==> src/rtl/xcvr_pkg.sv <==
package xcvr_pkg;
  localparam int PORT_A     = 0;
  localparam int PORT_BLO   = 1;
  localparam int PORT_BHI   = 2;
  localparam int NUM_PORTS  = 3;
  localparam int SYNC_DEPTH = 2;
endpackage

==> src/rtl/xcvr_rst_sync.sv <==
module xcvr_rst_sync #(
  parameter int DEPTH = 2
) (
  input  logic clk,
  input  logic rst_n,
  output logic rst_q_n
);
  logic [DEPTH-1:0] chain_q;
  logic [DEPTH-1:0] chain_d;

  always_comb begin
    chain_d = {chain_q[DEPTH-2:0], 1'b1};
  end

  always_ff @(posedge clk or negedge rst_n) begin
    if (!rst_n) chain_q <= '0;
    else        chain_q <= chain_d;
  end

  assign rst_q_n = chain_q[DEPTH-1];
endmodule

==> src/rtl/xcvr_cap_reg.sv <==
module xcvr_cap_reg #(
  parameter int W = 12
) (
  input  logic         clk,
  input  logic         rst_n,
  input  logic         load,
  input  logic [W-1:0] d,
  output logic [W-1:0] q
);
  logic [W-1:0] q_next;

  always_comb begin
    q_next = q;
    if (load) q_next = d;
  end

  always_ff @(posedge clk or negedge rst_n) begin
    if (!rst_n) q <= '0;
    else        q <= q_next;
  end
endmodule

==> src/rtl/xcvr_oe_bank.sv <==
module xcvr_oe_bank #(
  parameter int N = 3
) (
  input  logic         clk,
  input  logic         rst_n,
  input  logic [N-1:0] hold_n,
  output logic [N-1:0] drive
);
  for (genvar g = 0; g < N; g++) begin : g_oe
    logic drv_next;
    always_comb begin
      drv_next = ~hold_n[g];
    end
    always_ff @(posedge clk or negedge rst_n) begin
      if (!rst_n) drive[g] <= 1'b0;
      else        drive[g] <= drv_next;
    end
  end
endmodule

==> src/rtl/bus_split_xcvr.sv <==
module bus_split_xcvr #(
  parameter int HALF_W = 12
) (
  input  logic              clk,
  input  logic              rst_n,
  input  logic [HALF_W-1:0] a_din,
  output logic [HALF_W-1:0] a_dout,
  output logic              a_drive,
  input  logic [HALF_W-1:0] blo_din,
  output logic [HALF_W-1:0] blo_dout,
  output logic              blo_drive,
  input  logic [HALF_W-1:0] bhi_din,
  output logic [HALF_W-1:0] bhi_dout,
  output logic              bhi_drive,
  input  logic              blo_load_n,
  input  logic              bhi_load_n,
  input  logic              pick_lo,
  input  logic              a_hold_n,
  input  logic              blo_hold_n,
  input  logic              bhi_hold_n
);
  import xcvr_pkg::*;

  logic                 rst_q_n;
  logic [NUM_PORTS-1:0] hold_vec_n;
  logic [NUM_PORTS-1:0] drive_vec;
  logic [HALF_W-1:0]    a_src;
  logic                 blo_load;
  logic                 bhi_load;

  xcvr_rst_sync #(.DEPTH(SYNC_DEPTH)) u_rst (
    .clk(clk), .rst_n(rst_n), .rst_q_n(rst_q_n)
  );

  always_comb begin
    hold_vec_n           = '1;
    hold_vec_n[PORT_A]   = a_hold_n;
    hold_vec_n[PORT_BLO] = blo_hold_n;
    hold_vec_n[PORT_BHI] = bhi_hold_n;
    blo_load             = ~blo_load_n;
    bhi_load             = ~bhi_load_n;
    a_src                = pick_lo ? blo_din : bhi_din;
  end

  xcvr_oe_bank #(.N(NUM_PORTS)) u_oe (
    .clk(clk), .rst_n(rst_q_n), .hold_n(hold_vec_n), .drive(drive_vec)
  );

  xcvr_cap_reg #(.W(HALF_W)) u_blo (
    .clk(clk), .rst_n(rst_q_n), .load(blo_load), .d(a_din), .q(blo_dout)
  );

  xcvr_cap_reg #(.W(HALF_W)) u_bhi (
    .clk(clk), .rst_n(rst_q_n), .load(bhi_load), .d(a_din), .q(bhi_dout)
  );

  xcvr_cap_reg #(.W(HALF_W)) u_a (
    .clk(clk), .rst_n(rst_q_n), .load(1'b1), .d(a_src), .q(a_dout)
  );

  assign a_drive   = drive_vec[PORT_A];
  assign blo_drive = drive_vec[PORT_BLO];
  assign bhi_drive = drive_vec[PORT_BHI];
endmodule

==> config.mk <==
export PLATFORM = sky130hd
export DESIGN_NAME = bus_split_xcvr
export DESIGN_NICKNAME = d
export VERILOG_FILES = /design/src/rtl/xcvr_pkg.sv /design/src/rtl/xcvr_rst_sync.sv /design/src/rtl/xcvr_cap_reg.sv /design/src/rtl/xcvr_oe_bank.sv /design/src/rtl/bus_split_xcvr.sv
export SDC_FILE = /design/constraint.sdc
export NUM_CORES = 1
export LEC_CHECK = 0
export BUFFER_PORTS_ARGS = -buffer_cell sky130_fd_sc_hd__buf_2
export CAP_MARGIN = 10
export CORE_UTILIZATION = 35
export CTS_BUF_LIST = sky130_fd_sc_hd__clkbuf_4 sky130_fd_sc_hd__clkbuf_8
export DETAILED_ROUTE_END_ITERATION = 10
export PLACE_DENSITY = 0.75
export SYNTH_ARGS = -nofsm -noshare
export SYNTH_HDL_FRONTEND = slang
export SYNTH_SLANG_ARGS = --single-unit
==> constraint.sdc <==
create_clock -name clk -period 1.2 [get_ports clk]
set_input_delay 0.12 -clock clk [delete_from_list [all_inputs] [get_ports clk]]
set_output_delay 0.12 -clock clk [all_outputs]
set_load 0.01 [all_outputs]
==> results of run 1 <==
[registers in the layout, indices dropped and copies added (netlist names)]
signal,count
u_bhi.q,12
u_oe.drive,3
u_blo.q,12
u_a.q,12
u_rst.chain_q,2
[repair_timing]
action                                  CTS  global route
hold buffers                              4             0
endpoints found under the hold margin     5             0
endpoints found under the setup margin    0             0
resized for setup                         0             0
[metal layers]
| metal | share of wire | GRT usage | vias to the layer above |
|---|---|---|---|
| li1 | - | - | 464 |
| met1 | 0.42 | 0.164 | 473 |
| met2 | 0.46 | 0.206 | 57 |
| met3 | 0.11 | 0.0683 | 2 |
| met4 | 0.0083 | 0.0476 | 0 |
| met5 | 0 | 0 | - |
[layout make-up]
class                           instances  area, sq um  share of cell area
Clock buffer                            7         90.1              0.0407
Sequential cell                        41         1030               0.464
Timing Repair Buffer                   87          470               0.212
Multi-Input combinational cell         37          522               0.235
Clock inverter                          1         30.0              0.0136
Tap cell                               52         65.1              0.0294
Inverter                                3         11.3             0.00508
[through the flow]
step	hold WS, ns	cell area [sq um]	utilization
finish	0.0617	2220	0.509
global placement	-0.0946	2060	0.472
global route	0.0542	2220	0.509
detailed placement	-0.0941	2060	0.472
floorplan	-0.176	1590	-
CTS	0.0532	2220	0.509
[power by group]
| group | total (mW) | switching [mW] | leakage, nW | internal (mW) |
|---|---|---|---|---|
| Sequential | 1.56 | 0.0604 | 0.478 | 1.50 |
| Clock | 1.15 | 0.446 | 0.0619 | 0.701 |
| Combinational | 0.507 | 0.209 | 0.639 | 0.298 |
[cells by family (layout without fill, tap and decap cells)]
logic type / after synthesis / count (layout)
buffers and inverters: 6 / 98
DFF: 41 / 41
muxes: 36 / 36
other: 1 / 1
[layout by cell type, fill, tap and decap left out, drive strengths merged]
cell type	netlist	final
inv	3	3
dfrtp	41	41
conb	1	1
bufinv	0	1
mux2	36	36
clkbuf	0	7
dlygate4sd3	0	4
buf	3	83
[path summary, 6_finish.rpt]
kind                                    end  cells past startpoint        startpoint  slack (ns)
worst max register to register   u_blo.q[8]                      1        u_blo.q[8]        0.43
worst min-delay path               u_a.q[4]                      2        blo_din[4]        0.06
worst min register to register  u_bhi.q[11]                      0  u_rst.chain_q[1]        0.14
min in group asynchronous       u_bhi.q[11]                      0  u_rst.chain_q[1]        0.14
worst max-delay path            bhi_dout[1]                      1        u_bhi.q[1]        0.26
max in group asynchronous        u_blo.q[7]                      1  u_rst.chain_q[1]        0.62
==> key figures, run 1 <==
Outcome
  – Status: completed

Clocking
  – Number of buffers created by CTS: 5
  – Clock root buffer: sky130_fd_sc_hd__clkbuf_8
  – Number of clock sinks: around 40
  – Total number of H-tree levels: 2
  – Worst-skew pair later-pin latency: 0.28 ns
  – Max clock buf depth: 2
  – TritonCTS clock tree: done
  – Reg clk slew, reported paths: 0.08 ns
  – Postcts setup bufs: 0

Detailed routing
  – Post-detailed-route wirelength per cell: 13.2 um
  – Number of vias in the routed layout: 996
  – Avg Vias per Cell: 4.37
  – Iteration count of the initial detailed-routing pass: 2
  – DRC violations left: 0
  – Final routed wirelength across all metal layers: around 3000 um
  – Number of nets with antenna violations after routing: 0
  – Initial detailed-routing violation count: 25

Placed design
  – Number of input and output port buffers inserted: 82
  – Inst Count DP: between 200 and 250
  – Worst-case setup slack after placement: ~0.22 ns
  – Global placer's final weighted congestion: 0.689

Logic synthesis
  – Cell Area, Synth: 1590 sq um
  – Largest cells by area after synthesis: sky130_fd_sc_hd__dfrtp_1, sky130_fd_sc_hd__mux2_4, sky130_fd_sc_hd__mux2_2
  – Dominant combinational cell family by area after synthesis: multiplexers
  – Number of nets produced by synthesis: 128
  – Total of flip-flops plus latches after synthesis: 41
  – Adder-Cell Fraction of Synth Area: 0
  – Fraction of registers with async set/reset: 1.00
  – Number of instances in the synthesized netlist: 84
  – Register area share after synthesis: 0.644
  – Area fraction of the dominant cell type after synthesis: 0.644
  – Post-synth EDFFs: 0
  – Cell with the most instances after synthesis: sky130_fd_sc_hd__dfrtp_1
  – Post-synthesis simple-gate area fraction: 0
  – Post-synthesis compound-gate area fraction: 0
  – Dominant synthesized flop cell: sky130_fd_sc_hd__dfrtp_1
  – Multiplexer fraction of the synthesized cell area: 0.325
  – Mean instance size in the synthesized netlist: roughly 19 sq um
  – Count of synthesis-stage warnings from yosys: 0
  – Library cell with the largest summed area after synthesis: sky130_fd_sc_hd__dfrtp_1
  – Netlist cell types: 6
  – Most numerous cell types in the synthesized netlist: sky130_fd_sc_hd__dfrtp_1, sky130_fd_sc_hd__mux2_4, sky130_fd_sc_hd__mux2_2
  – Post-synthesis share of cell area spent on xor and xnor gates: 0

Setup path
  – CP delay by family, top: flip-flops
  – Critical path buffers and inverters: 1
  – Highest net fanout along the worst path: 2
  – Critical path required time: 1.08 ns
  – Crit-path cells: buf_2
  – Standard cell with the maximum stage delay on the critical path: sky130_fd_sc_hd__dfrtp_1
  – Category of the critical setup timing path: flip-flop to primary output
  – Kind of capture point of the worst setup path: primary output
  – Type of origin of the critical path: flip-flop
  – Data arrival time of the worst path: 0.82 ns
  – Crit-path max cell delay: 0.39 ns

Floorplan
  – Die Ht: 69.5 um
  – Core footprint: 4350 sq um
  – Initial Util: 0.366
  – Die outline area: between 4000 and 5000 sq um
  – Number of I/O pins: between 80 and 90
  – Standard-cell rows: 24
  – Die Width: 69.5 um

Power
  – Overall power consumption: 3.22 mW
  – Areal power density over the cells: 1450 nW/um^2
  – Leakage power total: 1.18 nW
  – Largest voltage drop on the vdd net: 0.649 mV

Cells and area
  – Signed area change from the synthesized netlist to the final layout: 39.1%
  – Post-layout net count: ~220
  – Diodes inserted: 0
  – Total of fill cells in the finished design: about 350
  – Final non-filler cell total: 228
  – Fraction of layout instances using a drive strength above 1: 0.727

Worst hold path
  – Hold crit path type: primary input to flip-flop

Run
  – Maximum Capacitance Violations: 0

GRT
  – Aggregate global routing overflow: 0
  – Vias in the first global route: slightly above 1,000
  – Maximum number of pins on one net before global-route repair: 29
  – Global-route wire length before repair: 5020 um
  – Number of antenna violations at the first check in global routing: 0
  – Overall track demand over capacity in global routing: 0.135

Timing
  – PnR worst setup slack: 0.260 ns
  – Unrepaired setup endpoints after global routing: no
  – Maximum clock rate: 1.06 GHz
  – Final critical path time including I/O delays and setup: 0.940 ns
  – Number of endpoints with negative hold slack in the final report: 0
  – Final worst clock skew: 0.00489 ns
  – Max Transition Viols Final: 0
  – Setup-violating endpoint count in the final report: 0
  – Final Cycle Share: 0.783
  – Total Negative Setup Slacks: 0 ns
Power figures use the tool's default switching activity.
==> run 2: changes to the inputs <==
- ABC_AREA: default -> 1
- PLACE_DENSITY: 0.75 -> 0.73
- clock period: 1.2 -> 0.9 ns (I/O delays scaled with it)
==> run 2 against run 1 <==
Against the previous run: the run now ends with negative setup slack left; clock skew decreased by 0.0025 ns; die area decreased by 4.8%; utilization is 7.7 points higher; setup slack worse by 0.27 ns; global-route usage is 3.8 points higher; total power grew 24%; final area grew 8.0%; clock-buffer cell count unchanged; via count grew 42%; sequential share of layout area is 3.4 points lower; combinational power rose by 43%.
==> key figures, run 2 <==
Logic synthesis
  – Dominant synthesized flop cell: sky130_fd_sc_hd__dfrtp_1 (unchanged)
  – Cell with the most instances after synthesis: sky130_fd_sc_hd__nand2_1 (was sky130_fd_sc_hd__dfrtp_1)
  – Library cell with the largest summed area after synthesis: sky130_fd_sc_hd__dfrtp_1 (unchanged)
  – Number of instances in the synthesized netlist: 162 (was 84)
  – Netlist cell types: 7 (was 6)
  – Register area share after synthesis: 0.678 (was 0.644)
  – Number of nets produced by synthesis: 206 (was 128)
  – Area fraction of the dominant cell type after synthesis: 0.678 (was 0.644)
  – Post-synth EDFFs: 0 (unchanged)
  – Fraction of registers with async set/reset: 1.00 (unchanged)
  – Count of synthesis-stage warnings from yosys: 0 (unchanged)
  – Total of flip-flops plus latches after synthesis: 41 (unchanged)
  – Most numerous cell types in the synthesized netlist: sky130_fd_sc_hd__nand2_1, sky130_fd_sc_hd__dfrtp_1 (was sky130_fd_sc_hd__dfrtp_1, sky130_fd_sc_hd__mux2_4, sky130_fd_sc_hd__mux2_2)
  – Mean instance size in the synthesized netlist: 9.35 sq um (was 19.0 sq um)
  – Cell Area, Synth: 1510 sq um (was 1590 sq um)
  – Largest cells by area after synthesis: sky130_fd_sc_hd__dfrtp_1, sky130_fd_sc_hd__nand2_1, sky130_fd_sc_hd__buf_6 (was sky130_fd_sc_hd__dfrtp_1, sky130_fd_sc_hd__mux2_4, sky130_fd_sc_hd__mux2_2)

Timing
  – Unrepaired setup endpoints after global routing: yes (was no)
  – Setup-violating endpoint count in the final report: 6 (was 0)
  – Hold Worst Slack: 0.00999 ns (was 0.0617 ns)
  – Final Cycle Share: 1.01
  – Final worst clock skew: 0.00243 ns (was 0.00489 ns)
  – Final critical path time including I/O delays and setup: slightly above 0.9 ns
  – Maximum clock rate: 1.10 GHz
  – Number of endpoints with negative hold slack in the final report: 0 (unchanged)
  – PnR worst setup slack: -0.00930 ns (was 0.260 ns)
  – Max Transition Viols Final: 0 (unchanged)

Cells and area
  – Signed area change from the synthesized netlist to the final layout: 58.0% (was 39.1%)
  – Most common library cell in the layout ignoring fill and taps: sky130_fd_sc_hd__nand2_1 (was sky130_fd_sc_hd__buf_2)
  – Diodes inserted: 0 (unchanged)
  – Total of fill cells in the finished design: 334 (was 348)
  – Core utilization of the finished layout: 0.585 (was 0.509)
  – Final design area excluding fillers: 2390 sq um (was 2220 sq um)
  – Top library cells by usage in the layout, fill and taps aside: sky130_fd_sc_hd__nand2_1, sky130_fd_sc_hd__buf_2, sky130_fd_sc_hd__dfrtp_1 (was sky130_fd_sc_hd__buf_2, sky130_fd_sc_hd__dfrtp_1, sky130_fd_sc_hd__mux2_4)
  – Fraction of layout instances using a drive strength above 1: 0.388 (was 0.727)
  – Post-layout net count: 325 (was 219)
  – Registers with the most flip-flops: u_a.q (12), u_bhi.q (12), u_blo.q (12) (unchanged)

Setup path
  – Critical path destination: blo_dout[11] (was bhi_dout[1])
  – Crit-path cells: buf_2 (unchanged)
  – Count of cells along the worst register-to-register path: 4 (was 1)
  – Category of the critical setup timing path: flip-flop to primary output (unchanged)
  – Type of origin of the critical path: flip-flop (unchanged)
  – Standard cell with the maximum stage delay on the critical path: sky130_fd_sc_hd__dfrtp_1 (unchanged)
  – Worst path depth: 1 (unchanged)
  – Critical path buffers and inverters: 1 (unchanged)
  – Register-to-register path setup slack: 0.07 ns (was 0.43 ns)
  – Data arrival time of the worst path: 0.82 ns (about the same)
  – Startpoint of the worst register-to-register path: u_blo.q[8] (unchanged)
  – Highest net fanout along the worst path: 2 (unchanged)
  – Setup crit start: u_blo.q[11] (was u_bhi.q[1])
  – CP delay by family, top: flip-flops (unchanged)
  – Kind of capture point of the worst setup path: primary output (unchanged)
  – Reg2Reg Capture Point: u_blo.q[8] (unchanged)
  – Crit-path max cell delay: 0.39 ns (about the same)
  – Critical path required time: 0.81 ns (was 1.08 ns)

GRT
  – Number of antenna violations at the first check in global routing: 0 (unchanged)
  – Vias in the first global route: 1,364 (was 1,022)
  – Overall track demand over capacity in global routing: 0.173 (was 0.135)
  – Global-route wire length before repair: 5790 um (was 5020 um)
  – Aggregate global routing overflow: 0 (unchanged)
  – Maximum number of pins on one net before global-route repair: 23 (was 29)

Detailed routing
  – Post-detailed-route wirelength per cell: 11.1 um (was 13.2 um)
  – Initial detailed-routing violation count: 104 (was 25)
  – Iteration count of the initial detailed-routing pass: 4 (was 2)
  – Avg Vias per Cell: 4.26 (was 4.37)
  – DRC violations left: 0 (unchanged)
  – Number of nets with antenna violations after routing: 0 (unchanged)
  – Number of vias in the routed layout: 1,411 (was 996)
  – Final routed wirelength across all metal layers: 3690 um (was 3000 um)

Clocking
  – Number of clock sinks: 41 (unchanged)
  – TritonCTS clock tree: done (unchanged)
  – Clock root buffer: sky130_fd_sc_hd__clkbuf_8 (unchanged)
  – Worst-skew pair later-pin latency: 0.28 ns (about the same)
  – Number of buffers created by CTS: 5 (unchanged)
  – Max clock buf depth: 2 (unchanged)
  – Total number of H-tree levels: 2 (unchanged)
  – Reg clk slew, reported paths: 0.07 ns (was 0.08 ns)

Power
  – Overall power consumption: 3.99 mW (was 3.22 mW)
  – Portion of total power attributed to the clock network: 0.303 (was 0.357)
  – Relative contribution of combinational cells to total power: 0.182 (was 0.158)
  – Areal power density over the cells: 1670 nW/um^2 (was 1450 nW/um^2)
  – Share of total power in sequential cells: 0.516 (was 0.486)
  – Cell internal pwr: 3.01 mW (was 2.50 mW)
  – Largest voltage drop on the vdd net: 1.05 mV (was 0.649 mV)
  – Net load switching power: 0.986 mW (was 0.716 mW)
  – Leakage power total: 1.40 nW (was 1.18 nW)
  – Switching share of power: 0.247 (was 0.223)

Placed design
  – Number of input and output port buffers inserted: 82 (unchanged)
  – Global placer's final weighted congestion: 0.739 (was 0.689)
  – Area after DPL: 1950 sq um (was 2060 sq um)
  – Post-DP HPWL: around 2400 um

Outcome
  – Violations in the final reports: negative setup slack
  – Status: complete, but fails checks (was completed)

Floorplan
  – Core footprint: 4090 sq um (was 4350 sq um)
  – Initial Util: 0.370 (was 0.366)
  – Number of I/O pins: 83 (unchanged)
  – Die outline area: 4590 sq um (was 4820 sq um)
  – Die Ht: 67.8 um (was 69.5 um)
  – Standard-cell rows: 23 (was 24)
  – Die Width: 67.8 um (was 69.5 um)

Run
  – Maximum Capacitance Violations: 0 (unchanged)

Worst hold path
  – Hold crit path type: primary input to flip-flop (unchanged)
## run 2: cell types whose count changed in the layout (fill, tap and decap cells not counted)
cell                            before  now
sky130_fd_sc_hd__buf_6               0    8
sky130_fd_sc_hd__nand2_1             0  108
sky130_fd_sc_hd__buf_2              82   74
sky130_fd_sc_hd__buf_4               0   16
sky130_fd_sc_hd__mux2_2              6    0
sky130_fd_sc_hd__buf_12              1    0
sky130_fd_sc_hd__mux2_4             30    0
sky130_fd_sc_hd__inv_2               0    3
sky130_fd_sc_hd__bufinv_16           1    0
sky130_fd_sc_hd__dlygate4sd3_1       4   20
## run 2: cell type report
class                      count  area [sq um]  area share
timing repair buffer         118           781       0.326
sequential                    41          1030       0.429
multi-input combinational    109           409       0.171
clock buffer                   7          90.1      0.0377
inverter                       6          22.5     0.00941
tap                           50          62.6      0.0262
## run 2: power by group through the flow
stage	registers, mW	logic (mW)	clock network [mW]
2_1_floorplan	2.18	0.176	0
3_3_place_gp	2.08	0.551	0
3_5_place_dp	2.09	0.555	0
4_1_cts	2.05	0.669	1.25
5_1_grt	2.08	0.809	1.35
6_report	2.06	0.726	1.21
## run 2: what timing repair did
action                                 CTS  global route
cloned                                   0             0
setup buffers                            8             5
gates resized for setup                  0             8
endpoints found under the hold margin   16             0
setup endpoints to repair               23            35
hold buffers                            20             0
## run 2: worst min path at each step
stage	startpoint	end	slack, ns	cells after the start
2_1_floorplan	rst_n	u_rst.chain_q[0]	-0.21	0
3_3_place_gp	rst_n	u_rst.chain_q[0]	-0.12	1
3_5_place_dp	rst_n	u_rst.chain_q[0]	-0.12	1
4_1_cts	a_din[0]	u_bhi.q[0]	0.0005	3
5_1_grt	a_din[4]	u_bhi.q[4]	0.005	3
6_report	a_din[0]	u_bhi.q[0]	0.01	3
## run 2: routing by layer
metal  vias to the layer above  part of all wire  global-route usage
met5                         -                 0                   0
met4                         0             0.018              0.0781
met3                         8              0.10              0.0726
met2                        79              0.46               0.295
met1                       614              0.42               0.186
li1                        710                 -                   -
## run 2: logic make-up after synthesis
| logic type | Yosys count | share of synthesized area |
|---|---|---|
| DFF | 41 | 0.678 |
| buffers and inverters | 12 | 0.0521 |
| and+or+nand+nor | 108 | 0.268 |
| other | 1 | 0.00248 |
## run 2: stage by stage
stage,TNS (ns),std cells,setup slack [ns]
5_1_grt,-1.02,331,-0.0592
6_report,-0.0273,331,-0.00930
2_1_floorplan,0,162,0.174
3_5_place_dp,0,291,0.156
4_1_cts,-0.196,326,-0.0317
3_3_place_gp,0,291,0.190
